$ cat src/rtl/adc_ctl_pkg.sv
package adc_ctl_pkg;
  typedef enum logic {SEQ_IDLE = 1'b0, SEQ_CONV = 1'b1} seq_state_t;
  localparam int unsigned SYNC_STAGES = 2;
endpackage

$ cat src/rtl/adc_fall_sync.sv
module adc_fall_sync #(
  parameter int unsigned STAGES    = 2,
  parameter logic        RESET_VAL = 1'b1
) (
  input  logic clk,
  input  logic rst,
  input  logic async_i,
  output logic fall_o
);
  localparam int unsigned LAST = STAGES;
  logic [LAST:0] chain_q;

  always_ff @(posedge clk) begin
    if (rst) chain_q <= {(LAST + 1){RESET_VAL}};
    else     chain_q <= {chain_q[LAST-1:0], async_i};
  end

  assign fall_o = chain_q[LAST] & ~chain_q[LAST-1];

  p_single_pulse_r1: assert property (@(posedge clk) disable iff (rst)
    fall_o |=> !fall_o);
endmodule

$ cat src/rtl/adc_conv_seq.sv
module adc_conv_seq
  import adc_ctl_pkg::*;
#(
  parameter int unsigned CONV_CYCLES = 30,
  parameter int unsigned DATA_W      = 12
) (
  input  logic clk,
  input  logic rst,
  input  logic start_i,
  input  logic pwrdn_i,
  output logic active_o,
  output logic done_o,
  output logic abort_o,
  output logic dclk_int_o,
  output logic shift_int_o
);
  localparam int unsigned CW       = $clog2(CONV_CYCLES);
  localparam logic [CW-1:0] LAST   = CW'(CONV_CYCLES - 1);
  localparam logic [CW-1:0] STREAM = CW'(2 * DATA_W);

  seq_state_t state_q;
  logic [CW-1:0] cnt_q;

  always_ff @(posedge clk) begin
    if (rst || pwrdn_i) begin
      state_q <= SEQ_IDLE;
      cnt_q   <= '0;
    end else begin
      case (state_q)
        SEQ_IDLE: if (start_i) begin
          state_q <= SEQ_CONV;
          cnt_q   <= '0;
        end
        SEQ_CONV: if (cnt_q == LAST) begin
          state_q <= SEQ_IDLE;
          cnt_q   <= '0;
        end else begin
          cnt_q <= cnt_q + 1'b1;
        end
        default: state_q <= SEQ_IDLE;
      endcase
    end
  end

  assign active_o    = (state_q == SEQ_CONV);
  assign done_o      = active_o && (cnt_q == LAST) && !pwrdn_i;
  assign abort_o     = active_o && pwrdn_i;
  assign dclk_int_o  = active_o && (cnt_q < STREAM) && cnt_q[0];
  assign shift_int_o = dclk_int_o && !pwrdn_i;

  p_start_any_r1: assert property (@(posedge clk) disable iff (rst)
    start_i && !active_o && !pwrdn_i |=> active_o && cnt_q == '0);
  p_ignore_edge_r2: assert property (@(posedge clk) disable iff (rst)
    active_o && cnt_q != LAST && !pwrdn_i |=> active_o && cnt_q == $past(cnt_q) + 1'b1);
  p_pwrdn_idle_r9: assert property (@(posedge clk) disable iff (rst)
    pwrdn_i |=> !active_o);
endmodule

$ cat src/rtl/adc_out_shift.sv
module adc_out_shift #(
  parameter int unsigned DATA_W = 12
) (
  input  logic              clk,
  input  logic              rst,
  input  logic              load_i,
  input  logic [DATA_W-1:0] par_i,
  input  logic              restore_i,
  input  logic              shift_i,
  output logic              sdo_o
);
  logic [DATA_W-1:0] hold_q;
  logic [DATA_W-1:0] sh_q;

  always_ff @(posedge clk) begin
    if (rst) begin
      hold_q <= '0;
      sh_q   <= '0;
    end else if (load_i) begin
      hold_q <= par_i;
      sh_q   <= par_i;
    end else if (restore_i) begin
      sh_q <= hold_q;
    end else if (shift_i) begin
      sh_q <= {sh_q[DATA_W-2:0], 1'b0};
    end
  end

  assign sdo_o = sh_q[DATA_W-1];

  p_load_word_r4: assert property (@(posedge clk) disable iff (rst)
    load_i |=> sh_q == $past(par_i) && hold_q == $past(par_i));
  p_restore_r9: assert property (@(posedge clk) disable iff (rst)
    restore_i && !load_i |=> sh_q == hold_q);
  p_quiet_r6: assert property (@(posedge clk) disable iff (rst)
    !load_i && !restore_i && !shift_i |=> $stable(sh_q));
endmodule

$ cat src/rtl/adc_serial_ctrl.sv
module adc_serial_ctrl
  import adc_ctl_pkg::*;
#(
  parameter int unsigned DATA_W      = 12,
  parameter int unsigned CONV_CYCLES = 30
) (
  input  logic              clk,
  input  logic              rst,
  input  logic              conv_n_i,
  input  logic              cs_n_i,
  input  logic              pwrdn_i,
  input  logic              ext_clk_sel_i,
  input  logic              dclk_i,
  input  logic [DATA_W-1:0] result_i,
  output logic              sdo_o,
  output logic              sdo_oe_o,
  output logic              busy_o,
  output logic              busy_oe_o,
  output logic              dclk_o,
  output logic              dclk_oe_o
);
  localparam int unsigned LW = $clog2(CONV_CYCLES + 1);

  logic conv_fall, ext_fall;
  logic active, done, abort, dclk_int, shift_int, shift_sel;

  adc_fall_sync #(.STAGES(SYNC_STAGES), .RESET_VAL(1'b1)) u_conv_sync (
    .clk(clk), .rst(rst), .async_i(conv_n_i), .fall_o(conv_fall));

  adc_fall_sync #(.STAGES(SYNC_STAGES), .RESET_VAL(1'b0)) u_dclk_sync (
    .clk(clk), .rst(rst), .async_i(dclk_i), .fall_o(ext_fall));

  adc_conv_seq #(.CONV_CYCLES(CONV_CYCLES), .DATA_W(DATA_W)) u_seq (
    .clk(clk), .rst(rst), .start_i(conv_fall), .pwrdn_i(pwrdn_i),
    .active_o(active), .done_o(done), .abort_o(abort),
    .dclk_int_o(dclk_int), .shift_int_o(shift_int));

  assign shift_sel = ext_clk_sel_i ? ext_fall : shift_int;

  adc_out_shift #(.DATA_W(DATA_W)) u_shift (
    .clk(clk), .rst(rst), .load_i(done), .par_i(result_i),
    .restore_i(abort), .shift_i(shift_sel), .sdo_o(sdo_o));

  assign busy_o    = !active;
  assign dclk_o    = dclk_int && !ext_clk_sel_i;
  assign sdo_oe_o  = !cs_n_i;
  assign busy_oe_o = !cs_n_i;
  assign dclk_oe_o = !cs_n_i && !ext_clk_sel_i;

  logic [LW-1:0] low_cnt_q;
  always_ff @(posedge clk) begin
    if (rst || !active) low_cnt_q <= '0;
    else                low_cnt_q <= low_cnt_q + 1'b1;
  end

  p_busy_len_r3: assert property (@(posedge clk) disable iff (rst)
    $rose(busy_o) && !$past(pwrdn_i) |-> low_cnt_q == LW'(CONV_CYCLES));
  p_dclk_in_conv_r5: assert property (@(posedge clk) disable iff (rst)
    dclk_o |-> !busy_o);
endmodule

$ cat config.mk
export PLATFORM = sky130hd
export DESIGN_NAME = adc_serial_ctrl
export DESIGN_NICKNAME = d
export VERILOG_FILES = /design/src/rtl/adc_ctl_pkg.sv /design/src/rtl/adc_fall_sync.sv /design/src/rtl/adc_conv_seq.sv /design/src/rtl/adc_out_shift.sv /design/src/rtl/adc_serial_ctrl.sv
export SDC_FILE = /design/constraint.sdc
export NUM_CORES = 1
export LEC_CHECK = 0
export BUFFER_PORTS_ARGS = -buffer_cell sky130_fd_sc_hd__buf_2
export CAP_MARGIN = 20
export CORE_MARGIN = 2
export CORE_UTILIZATION = 25
export DETAILED_ROUTE_END_ITERATION = 8
export PLACE_DENSITY_LB_ADDON = 0.1
export SLEW_MARGIN = 25
export SYNTH_ARGS = -nofsm -noshare
export SYNTH_HDL_FRONTEND = slang
export SYNTH_SLANG_ARGS = --single-unit
$ cat constraint.sdc
create_clock -name clk -period 1.8 [get_ports clk]
set_input_delay 0.18 -clock clk [delete_from_list [all_inputs] [get_ports clk]]
set_output_delay 0.18 -clock clk [all_outputs]
set_load 0.01 [all_outputs]
==> results_dict.tcl, run 1 <==
set metrics [dict create \
    wl_per_cell_um 14.4 \
    insertion_delay_ns 0.28 \
    grt_setup_unrepaired "no" \
    final_common_cell "dfxtp_1" \
    synthToLayoutAreaGrowth_pct 20.0 \
    grt_pass1_wl_mm 7.39 \
    drtPass1Iterations 4 \
    num_antenna_cells 0 \
    setup_tns_ns 0 \
    core-area_um2 6760 \
    first_global_vias 1467 \
    final_max_slew_viol_count 0 \
    r2r_end "u_shift.sh_q[10]$_SDFFE_PP0P_" \
    wl_mm 4.27 \
    antenna_found_initial 0 \
    dp_slack_ns 0.187 \
    syn-num-nets 215 \
    hold_class "in2reg" \
    holdPathStages 2 \
    setup_viol 0 \
    peakVddDrop_uv 276 \
    min_to "u_conv_sync.chain_q[0]$_SDFF_PP1_" \
    cts_buffer_depth 2 \
    drive_gt1_frac 0.259 \
    synth-seq-cells 36 \
    yosysUniqueCellTypes 36 \
    die_area_um2 7590 \
    hold_start "conv_n_i" \
    maxSlewHeadroom 0.492 \
    busiest_layer "met2" \
    cpPeakStageDelay_ns 0.39 \
    crit_start "u_seq.cnt_q[1]$_SDFFE_PP0P_" \
    syn_avg_cell_area_um2 8.91 \
    cts_setup_buffers 0 \
    h-tree-depth 2 \
    drv_cap 0 \
    die_y_um 87.1 \
    viasPerCell 4.95 \
    globalRoute.totalOverflow 0 \
    met1_usage 0.172 \
    p_per_area_nw_per_um2 806 \
    final_cell_mix "dfxtp_1 (36), nand2_1 (27), buf_2 (24)" \
    cts_root_buf "clkbuf_8" \
    critPathLaunchType "flop" \
    p_leak_nw 0.815 \
    syn_area_um2 1730 \
    path_class "reg2reg" \
    chipWidth_um 87.1 \
    tightest_slew_ns 0.762 \
    total_power_mw 1.67 \
    drc 0 \
    clock.fmax_mhz 617 \
    gp_congestion 0.725 \
    period_minus_slack_ns 1.62 \
    hold_viol 0 \
    grt_max_degree 39 \
    initial_utilization 0.256 \
    worstPathRequired_ns 1.95 \
    layout.nets 236 \
    setup_slack_ns 0.178 \
    clk_pin_slew_worst_paths_ns 0.08 \
    cts_buffers 5 \
    crit_chain "inv_1 > ha_1 > nand4_1 > or3_1 > buf_12 > nor2_1 > o41ai_2" \
    yosysWarningCount 0 \
    finalCritPeriodShare 0.901 \
    cts-resized-gates 0 \
    reg2reg_slack_ns 0.18 \
    r2r-start "u_seq.cnt_q[1]$_SDFFE_PP0P_" \
    dp_hpwl_mm 2.74 \
    drt_iter0_drc 62 \
    worstRegToRegCells 7 \
    synth_seq_area_share 0.417 \
    cts_hold_buf 0 \
    crit_fanout 23 \
    grt_util_met3 0.0341 \
    met2_usage 0.188 \
    arrival_ns 1.77 \
    status "finished, final reports clean" \
    syn_inst 194 \
    io_pins 25 \
    fin_skew_ns 0.00667 \
    cts_sinks 36 \
    ant_nets 0 \
    fin_util 0.307 \
    cts_tree "done" \
    io_buffers 24 \
    crit_slowest_cell "or3_1" \
    grt_util_all_layers 0.125 \
    vias 1464 \
    crit_path_end_kind "flop" \
    fp-row-count 30 \
]
[power breakdown]
| part | internal [mW] | switching [mW] | total, mW |
|---|---|---|---|
| Combinational | 0.0335 | 0.0544 | 0.0878 |
| Clock | 0.489 | 0.291 | 0.780 |
| Sequential | 0.802 | 0.00191 | 0.804 |
[worst max-delay path, delay by kind of cell, from the launching register on]
kind / cells / cell delay (ns)
AO/OA/AOI/OAI: 1 / 0.07
adder cells (fa/ha/maj): 1 / 0.15
buffers and inverters: 2 / 0.24
flip-flops: 1 / 0.34
AND/OR/NAND/NOR: 3 / 0.69
[stage by stage]
| stage | cell area [um2] | instances | hold WS (ns) |
|---|---|---|---|
| 2_1_floorplan | 1730 | 194 | 0.284 |
| 3_3_place_gp | 1950 | 288 | 0.364 |
| 3_5_place_dp | 1950 | 288 | 0.369 |
| 4_1_cts | 2070 | 296 | 0.0629 |
| 5_1_grt | 2070 | 296 | 0.0631 |
| 6_report | 2070 | 296 | 0.0713 |
[metal layers]
metal  share of wire  wire length, um
met1            0.49             2090
met2            0.46             1950
met3           0.040              170
met4           0.013               57
met5               0                0
[flip-flops by register name, indices dropped and copies added (netlist names)]
signal	flops
u_conv_sync.chain_q	3
u_dclk_sync.chain_q	3
u_seq.active_o	1
u_seq.cnt_q	5
u_shift.hold_q	12
u_shift.sh_q	12
[worst max path at each step]
stage | end | slack, ns | cells past startpoint
floorplan | u_shift.sh_q[4]$_SDFFE_PP0P_ | 0.21 | 7
global placement | u_shift.sh_q[7]$_SDFFE_PP0P_ | 0.21 | 7
detailed placement | u_shift.sh_q[8]$_SDFFE_PP0P_ | 0.19 | 7
CTS | u_shift.sh_q[10]$_SDFFE_PP0P_ | 0.18 | 7
global route | u_shift.sh_q[1]$_SDFFE_PP0P_ | 0.06 | 7
finish | u_shift.sh_q[10]$_SDFFE_PP0P_ | 0.18 | 7
[cell type report]
cell class                      count  area (um2)
Inverter                            3        11.3
Tap cell                           80         100
Clock buffer                        7        96.3
Sequential cell                    36         721
Fill cell                         706        4680
Timing Repair Buffer               33         213
Multi-Input combinational cell    136         902
Clock inverter                      1        30.0
[kinds of logic after synthesis]
group / after synthesis / share of synthesized area
fa+ha+maj: 2 / 0.0145
flops: 36 / 0.417
xor+xnor: 2 / 0.0101
compound gates: 45 / 0.227
buf+inv: 22 / 0.0608
simple gates: 87 / 0.270
[cells in the mapped netlist]
library cell  count  area share
inv_1             3      0.0065
nand4b_1         11       0.056
nand3b_1          1      0.0043
or3_1             1      0.0036
a211oi_1         11       0.048
buf_2             3      0.0087
o21ai_1           1      0.0029
a21oi_1          14       0.041
and4_1            1      0.0051
o41ai_2          10       0.094
nor2b_1           4       0.014
and3b_1           1      0.0051
o2111ai_1         2       0.010
o21ai_0           1      0.0029
o31a_1            1      0.0051
nand2_1          27       0.059
buf_6             1      0.0065
o221ai_1          1      0.0051
dfxtp_1          36        0.42
and3_1           11       0.040
nor3_1            4       0.012
nand3_1           2      0.0058
nand4_1           1      0.0036
nor2_1           17       0.037
a2bb2oi_1         1      0.0051
and2_1            1      0.0036
nor3_2            1      0.0058
a31oi_1           1      0.0036
buf_4             3       0.013
xor2_1            2       0.010
a2111oi_0         1      0.0051
or2_2             3       0.011
clkbuf_1         12       0.026
o41ai_1           1      0.0051
and2_4            1      0.0051
ha_1              2       0.014
Power figures use the tool's default switching activity.
==> run 2, diff against run 1 <==
Settings changed: CELL_PAD_IN_SITES_DETAIL_PLACEMENT set to 0, CELL_PAD_IN_SITES_GLOBAL_PLACEMENT set to 1.
==> run 2 against run 1 <==
  * Via count rose by 2.0%
  * Final cell count fell by 0.34%
  * Clock power fell by 29%
  * Wire length rose by 1.3%
  * Core utilization fell by 0.72 points
  * Highest routed layer unchanged
==> results_dict.tcl, run 2 (synthesis results as in run 1) <==
set metrics [dict create \
    hold_class "in2reg" \
    status "finished, final reports clean" \
    final_max_slew_viol_count 0 \
    tightest_slew_ns 0.455 \
    total_power_mw 1.45 \
    cts_buffer_depth 2 \
    critPathLaunchType "flop" \
    gp_congestion 0.745 \
    hold_start "conv_n_i" \
    critPathTopFamily "simple AND/OR/NAND/NOR gates" \
    holdPathStages 2 \
    p_per_area_nw_per_um2 716 \
    grt_max_degree 46 \
    p_leak_nw 0.790 \
    maxSlewHeadroom 0.696 \
    cts_hold_buf 0 \
    finalCritPeriodShare 0.903 \
    crit_path_end_kind "flop" \
    arrival_ns 1.80 \
    vias 1493 \
    fp-row-count 30 \
    globalRoute.totalOverflow 0 \
    worstRegToRegCells 7 \
    synthToLayoutAreaGrowth_pct 17.2 \
    cts_root_buf "clkbuf_8" \
    viasPerCell 5.06 \
    reg2reg_slack_ns 0.17 \
    fin_skew_ns 0.00677 \
    core-area_um2 6760 \
    setup_tns_ns 0 \
    cpPeakStageDelay_ns 0.34 \
    worstPathRequired_ns 1.97 \
    setup_viol 0 \
    io_pins 25 \
    grt_util_all_layers 0.122 \
    clk_pin_slew_worst_paths_ns 0.08 \
    h-tree-depth 2 \
    crit_buf_inv 2 \
    peakVddDrop_uv 225 \
    chipWidth_um 87.1 \
    die_area_um2 7590 \
    crit_chain "inv_1 > ha_1 > nand4_1 > or3_1 > buf_4 > nor2_1 > o41ai_2" \
    antenna_found_initial 0 \
    whs_ns 0.0728 \
    first_global_vias 1425 \
    hold_viol 0 \
    io_buffers 24 \
    grt_setup_unrepaired "no" \
    ant_nets 0 \
    cts_setup_buffers 0 \
    final_cell_mix "dfxtp_1 (36), nand2_1 (27), buf_2 (24)" \
    drtPass1Iterations 4 \
    drv_cap 0 \
    final_common_cell "dfxtp_1" \
    drive_gt1_frac 0.251 \
    r2r-start "u_seq.cnt_q[1]$_SDFFE_PP0P_" \
    insertion_delay_ns 0.29 \
    crit_slowest_cell "dfxtp_1" \
    grt_pass1_wl_mm 7.11 \
    layout.nets 236 \
    min_to "u_conv_sync.chain_q[0]$_SDFF_PP1_" \
    cts_buffers 5 \
    period_minus_slack_ns 1.63 \
    r2r_end "u_shift.sh_q[2]$_SDFFE_PP0P_" \
    reg_top3 "u_shift.hold_q (12), u_shift.sh_q (12), u_seq.cnt_q (5)" \
    cts_tree "done" \
    initial_utilization 0.256 \
    path_class "reg2reg" \
    cts_sinks 36 \
    crit_fanout 23 \
    wl_per_cell_um 14.7 \
    dp_hpwl_mm 2.72 \
    clock.fmax_mhz 615 \
    drc 0 \
    drt_iter0_drc 76 \
    die_y_um 87.1 \
    wl_mm 4.33 \
    worst-path-stages 7 \
    num_antenna_cells 0 \
    cts-resized-gates 0 \
]
==> run 2: cell types whose count changed in the layout (fill, tap and decap cells not counted), sizes merged <==
cell,previous run,this run
clkbuf,7,6
clkinv,0,1
bufinv,1,0
==> run 2: how the worst max path moves through the flow <==
stage	from	to	slack, ns
floorplan	u_seq.cnt_q[0]$_SDFFE_PP0P_	u_shift.sh_q[4]$_SDFFE_PP0P_	0.21
global placement	u_seq.cnt_q[1]$_SDFFE_PP0P_	u_shift.sh_q[3]$_SDFFE_PP0P_	0.21
CTS	u_seq.cnt_q[1]$_SDFFE_PP0P_	u_shift.sh_q[2]$_SDFFE_PP0P_	0.17
global route	u_seq.cnt_q[1]$_SDFFE_PP0P_	u_shift.sh_q[3]$_SDFFE_PP0P_	0.008
detailed placement	u_seq.cnt_q[1]$_SDFFE_PP0P_	u_shift.sh_q[2]$_SDFFE_PP0P_	0.20
finish	u_seq.cnt_q[1]$_SDFFE_PP0P_	u_shift.sh_q[2]$_SDFFE_PP0P_	0.17
==> run 2: through the flow <==
stage	cell area, um2	util	cells	worst slack (ns)
3_5_place_dp	1950	0.288	288	0.200
2_1_floorplan	1730	-	194	0.205
4_1_cts	2020	0.300	295	0.169
3_3_place_gp	1950	0.288	288	0.206
5_1_grt	2020	0.300	295	0.00798
6_report	2020	0.300	295	0.174
==> run 2: layout make-up <==
| type | count | area, um2 |
|---|---|---|
| inverter | 3 | 11.3 |
| timing repair buffer | 33 | 213 |
| clock inverter | 1 | 5.00 |
| clock buffer | 6 | 72.6 |
| fill | 713 | 4730 |
| multi-input combinational | 136 | 902 |
| tap | 80 | 100 |
| sequential | 36 | 721 |
==> run 2: report_power, final <==
group          total, mW  internal [mW]  switching (mW)
combinational     0.0919         0.0364          0.0555
clock              0.553          0.263           0.290
sequential         0.804          0.802         0.00212
==> run 2: metal layers <==
| metal | part of all wire | track usage |
|---|---|---|
| met1 | 0.48 | 0.154 |
| met2 | 0.48 | 0.203 |
| met4 | 0.010 | 0.0503 |
| met5 | 0 | 0 |
| met3 | 0.036 | 0.0237 |
